### config.mk
export PLATFORM = sky130hd
export DESIGN_NAME = gf2m_serial_mul
export DESIGN_NICKNAME = d
export VERILOG_FILES = /design/src/rtl/gfmul_pkg.sv /design/src/rtl/gfm_ctrl.sv /design/src/rtl/gfm_operands.sv /design/src/rtl/gfm_acc_step.sv /design/src/rtl/gf2m_serial_mul.sv
export SDC_FILE = /design/constraint.sdc
export NUM_CORES = 1
export LEC_CHECK = 0
export ABC_AREA = 1
export BUFFER_PORTS_ARGS = -buffer_cell sky130_fd_sc_hd__buf_2
export CAP_MARGIN = 25
export CORE_MARGIN = 4
export CORE_UTILIZATION = 58
export DETAILED_ROUTE_END_ITERATION = 10
export MAX_ROUTING_LAYER = met4
export PLACE_DENSITY = 0.95
export SKIP_LAST_GASP = 1
export SLEW_MARGIN = 40
export SYNTH_ARGS = -nofsm -noshare
export SYNTH_HDL_FRONTEND = slang
export SYNTH_SLANG_ARGS = --single-unit
export TNS_END_PERCENT = 50
### constraint.sdc
create_clock -name clk -period 2.4 [get_ports clk]
set_clock_uncertainty 0.05 [all_clocks]
set_input_delay 0.48 -clock clk [delete_from_list [all_inputs] [get_ports clk]]
set_output_delay 0.48 -clock clk [all_outputs]
set_load 0.02 [all_outputs]
### src/rtl/gfmul_pkg.sv
package gfmul_pkg;

    // Default field: degree 83, reduction terms x^7 + x^4 + x^2 + 1
    localparam int             GFM_WIDTH    = 83;
    localparam logic [82:0]    GFM_POLY_LOW = 83'h95;

    typedef enum logic [0:0] {
        PH_IDLE = 1'b0,
        PH_RUN  = 1'b1
    } gfm_phase_e;

    // Control strobes from the sequencer to the datapath
    typedef struct packed {
        logic load;   // capture operands and clear accumulator
        logic step;   // perform one accumulate-and-shift iteration
    } gfm_ctl_t;

    // Width of a counter able to hold the value m
    function automatic int gfm_cnt_w(input int m);
        return $clog2(m + 1);
    endfunction

endpackage

### src/rtl/gfm_ctrl.sv
module gfm_ctrl
    import gfmul_pkg::*;
#(
    parameter int M = GFM_WIDTH
) (
    input  logic     clk,
    input  logic     rst,
    input  logic     start,
    output gfm_ctl_t ctl,
    output logic     busy,
    output logic     done
);
    localparam int CW = gfm_cnt_w(M);

    gfm_phase_e    phase_q;
    logic [CW-1:0] remain_q;
    logic          done_q;

    always_ff @(posedge clk) begin
        if (rst) begin
            phase_q  <= PH_IDLE;
            remain_q <= '0;
            done_q   <= 1'b0;
        end else begin
            done_q <= 1'b0;
            case (phase_q)
                PH_IDLE: begin
                    if (start) begin
                        phase_q  <= PH_RUN;
                        remain_q <= CW'(M);
                    end
                end
                PH_RUN: begin
                    remain_q <= remain_q - 1'b1;
                    if (remain_q == CW'(1)) begin
                        phase_q <= PH_IDLE;
                        done_q  <= 1'b1;
                    end
                end
                default: phase_q <= PH_IDLE;
            endcase
        end
    end

    always_comb begin
        ctl.load = (phase_q == PH_IDLE) && start;
        ctl.step = (phase_q == PH_RUN);
    end

    assign busy = (phase_q == PH_RUN);
    assign done = done_q;

endmodule

### src/rtl/gfm_operands.sv
module gfm_operands
    import gfmul_pkg::*;
#(
    parameter int M = GFM_WIDTH
) (
    input  logic         clk,
    input  logic         rst,
    input  gfm_ctl_t     ctl,
    input  logic [M-1:0] a_in,
    input  logic [M-1:0] b_in,
    output logic [M-1:0] a_q,
    output logic         b_top
);
    logic [M-1:0] a_r;
    logic [M-1:0] b_r;

    always_ff @(posedge clk) begin
        if (rst) begin
            a_r <= '0;
            b_r <= '0;
        end else if (ctl.load) begin
            a_r <= a_in;
            b_r <= b_in;
        end else if (ctl.step) begin
            // expose the next lower coefficient at the top position
            b_r <= {b_r[M-2:0], 1'b0};
        end
    end

    assign a_q   = a_r;
    assign b_top = b_r[M-1];

endmodule

### src/rtl/gfm_acc_step.sv
module gfm_acc_step
    import gfmul_pkg::*;
#(
    parameter int           M        = GFM_WIDTH,
    parameter logic [M-1:0] POLY_LOW = M'(GFM_POLY_LOW)
) (
    input  logic [M:0]   acc_in,
    input  logic [M-1:0] a,
    input  logic         bit_b,
    output logic [M:0]   acc_out
);
    logic         c_top;
    logic [M-1:0] folded;
    logic [M-1:0] summed;

    assign c_top = acc_in[M];

    // Adding c_top*P clears bit M and flips only the bits where P has terms
    for (genvar j = 0; j < M; j++) begin : g_fold
        if (POLY_LOW[j]) begin : g_tap
            assign folded[j] = acc_in[j] ^ c_top;
        end else begin : g_pass
            assign folded[j] = acc_in[j];
        end
    end

    assign summed  = folded ^ (a & {M{bit_b}});
    assign acc_out = {summed, 1'b0};

endmodule

### src/rtl/gf2m_serial_mul.sv
module gf2m_serial_mul
    import gfmul_pkg::*;
#(
    parameter int           M        = GFM_WIDTH,
    parameter logic [M-1:0] POLY_LOW = M'(GFM_POLY_LOW)
) (
    input  logic         clk,
    input  logic         rst,
    input  logic         start,
    input  logic [M-1:0] opnd_a,
    input  logic [M-1:0] opnd_b,
    output logic         busy,
    output logic         done,
    output logic [M-1:0] prod
);
    gfm_ctl_t     ctl;
    logic [M-1:0] a_q;
    logic         b_top;
    logic [M:0]   acc_q;
    logic [M:0]   acc_next;

    gfm_ctrl #(.M(M)) u_ctrl (
        .clk   (clk),
        .rst   (rst),
        .start (start),
        .ctl   (ctl),
        .busy  (busy),
        .done  (done)
    );

    gfm_operands #(.M(M)) u_ops (
        .clk   (clk),
        .rst   (rst),
        .ctl   (ctl),
        .a_in  (opnd_a),
        .b_in  (opnd_b),
        .a_q   (a_q),
        .b_top (b_top)
    );

    gfm_acc_step #(.M(M), .POLY_LOW(POLY_LOW)) u_step (
        .acc_in  (acc_q),
        .a       (a_q),
        .bit_b   (b_top),
        .acc_out (acc_next)
    );

    always_ff @(posedge clk) begin
        if (rst) begin
            acc_q <= '0;
        end else if (ctl.load) begin
            acc_q <= '0;
        end else if (ctl.step) begin
            acc_q <= acc_next;
        end
    end

    // Result is the accumulator divided by x
    assign prod = acc_q[M:1];

endmodule

==> flow_metrics.tcl <==
set metrics [dict create \
    finalSetupViolations 0 \
    clockBufferDepth 3 \
    maxSlewViolCount 0 \
    synth_area_um2 10860 \
    setup.worst_path.end_class "output port" \
    gp_congestion 0.8690 \
    leakagePower_nw 6.544 \
    fin_tns_setup_ns 0 \
    cts_resized 0 \
    hp-class "input port to flip-flop" \
    start_util_pct 59.63 \
    place_hpwl_mm 18.60 \
    yosysTopAreaCell "dfxtp_1" \
    synth_flop_cell "dfxtp_1" \
    synth.top_cell.area_share_pct 47.57 \
    critical_path_peak_fanout 35 \
    rsz0062_at_grt "false" \
    start_kind "flip-flop" \
    nFillCells 1331 \
    path_clk_slew_ns 0.06 \
    syn_area_per_cell_um2 7.129 \
    grt_pass1_wl_mm 45.93 \
    cts_made_buffers 27 \
    grt_pass1_vias 9958 \
    cp_data_required_time_ns 1.87 \
    die_area_um2 20970 \
    timing.setup.critical_path_class "flip-flop to output port" \
    num_vias 10540 \
    port_buffers 253 \
    cap_viol_max_count 0 \
    status "finished clean" \
    grt_use_total_pct 27.04 \
    root_buffer "clkbuf_16" \
    wirelength_mm 28.94 \
    hold_viol 0 \
    h-tree-depth 1 \
    max_freq_mhz 480.1 \
    ys_types 21 \
    drtAntennaViolNets 0 \
    synth-edff-count 0 \
    drtIter0Drc 804 \
    drt-wirelength-per-cell_um 14.65 \
    clock_sinks 258 \
    drc 0 \
    synth_seq_cells 258 \
    clock_latency_ns 0.52 \
    grt_start_max_net_pins 83 \
    synthArstFlopShare_pct 0 \
    synthTopCellsByArea "dfxtp_1 (48%), nand2_1 (15%), xor2_1 (6.5%)" \
    viasPerCell 5.339 \
    postCtsHoldBufs 0 \
    die_w_um 144.8 \
    drt_pass1_iterations 5 \
    cts_tree "built" \
    relSlewSlack_pct 54.02 \
    core-area_um2 18210 \
    rows 49 \
    grt.overflow.total 0 \
    ir_worst_vdd_uv 551.6 \
    antenna_found_initial 6 \
    syn_to_final_growth_pct 20.78 \
    pin_count 254 \
    nets 1894 \
    worstPathArrival_ns 1.55 \
    synth_cells 1523 \
    p_per_area_nw_per_um2 793.7 \
    postCtsSetupRepairBufs 0 \
    finalCritPeriodShare_pct 86.79 \
    min_period_ns 2.083 \
    ys_seq_area_share_pct 47.57 \
    worst_pin_slew_ns 0.6897 \
    whs_ns 0.1296 \
    syn-num-nets 1694 \
    ys_warn_count 0 \
    drive_above_1_share_pct 18.46 \
    die_h_um 144.8 \
]
[cell type report]
cell class / count / area (µm²) / share of cell area [%]
multi-input cells: 1061 / 4868 / 37.12
flip-flops and latches: 258 / 5170 / 39.42
inverters: 104 / 392.9 / 2.996
well taps: 229 / 286.5 / 2.185
diodes: 7 / 17.52 / 0.1336
clock inverters: 10 / 158.9 / 1.212
clock buffers: 35 / 755.7 / 5.763
repair buffers: 271 / 1464 / 11.16
[layer usage]
metal	routed length (µm)	track usage [%]	vias up
li1	-	-	5181
met1	11330	32.43	4809
met2	13680	43.59	452
met3	2627	6.047	102
met4	1304	12.17	0
met5	0	-	-
[cell usage in the layout (no fill, tap or decap)]
cell type	n
a21oi_1	84
buf_12	5
buf_2	253
buf_4	13
bufinv_16	4
clkbuf_1	3
clkbuf_16	27
clkbuf_8	5
clkinv_2	3
clkinv_4	1
clkinvlp_4	2
dfxtp_1	256
dfxtp_2	1
dfxtp_4	1
diode_2	7
ha_1	2
inv_1	101
inv_2	2
inv_4	1
nand2_1	444
nand3_1	95
nand4_1	1
nor2_1	184
nor2_4	2
nor2_8	1
nor3_1	3
o21ai_0	128
o21ai_1	37
xor2_1	80
[Yosys cell counts (2+ instances only)]
| cell | n |
|---|---|
| buf_2 | 42 |
| clkbuf_1 | 49 |
| buf_4 | 3 |
| a21oi_1 | 84 |
| nor3_1 | 3 |
| o21ai_0 | 128 |
| nand2_1 | 444 |
| inv_1 | 101 |
| xor2_1 | 80 |
| inv_2 | 2 |
| nor2_1 | 184 |
| ha_1 | 2 |
| nand3_1 | 95 |
| dfxtp_1 | 258 |
| buf_1 | 6 |
| o21ai_1 | 37 |
[critical path, stage by stage, from the launching register on]
cell and delay, ns:
dfxtp_4 0.45, buf_4 0.36, buf_2 0.24
[per-stage QoR]
| step | setup slack, ns | total power, W | cell area (µm²) | utilization, % | instances |
|---|---|---|---|---|---|
| 2_1_floorplan | 0.9374 | 0.005712 | 10860 | - | 1523 |
| 3_3_place_gp | 0.5949 | 0.006107 | 12180 | 66.90 | 1923 |
| 3_5_place_dp | 0.5091 | 0.006167 | 12180 | 66.90 | 1923 |
| 4_1_cts | 0.2961 | 0.01044 | 13100 | 71.92 | 1968 |
| 5_1_grt | 0.2337 | 0.01084 | 13110 | 72.01 | 1974 |
| 6_report | 0.3171 | 0.01041 | 13110 | 72.02 | 1975 |
[report_power, final]
group	leakage, nW	switching (W)	total, W	internal (W)
Sequential	2.12	0.000204	0.00479	0.00459
Clock	0.445	0.00167	0.00430	0.00263
Combinational	3.98	0.000846	0.00132	0.000472
[cells by family after synthesis]
group,count (synthesis),synth area share [%]
xor+xnor,80,6.453
simple gates,730,26.63
buf+inv,204,7.640
fa+ha+maj,2,0.2304
flops,258,47.57
compound gates,249,11.48
[state kept, by name (all words and copies together), names as in the netlist]
name	flops
acc_q	83
u_ops.a_q	83
u_ops.b_r	83
u_ctrl.remain_q	7
u_ctrl.busy	1
u_ctrl.done	1
[worst paths after layout]
check / slack [ns] / cells after the start / start / end
max reg2reg: 0.76 / 4 / u_ctrl.busy / u_ops.a_q[16]
min: 0.13 / 3 / opnd_a[32] / u_ops.a_q[32]
max: 0.32 / 2 / u_ctrl.busy / busy
min reg2reg: 0.43 / 2 / u_ops.b_r[0] / u_ops.b_r[0]
Power figures use the tool's default switching activity.
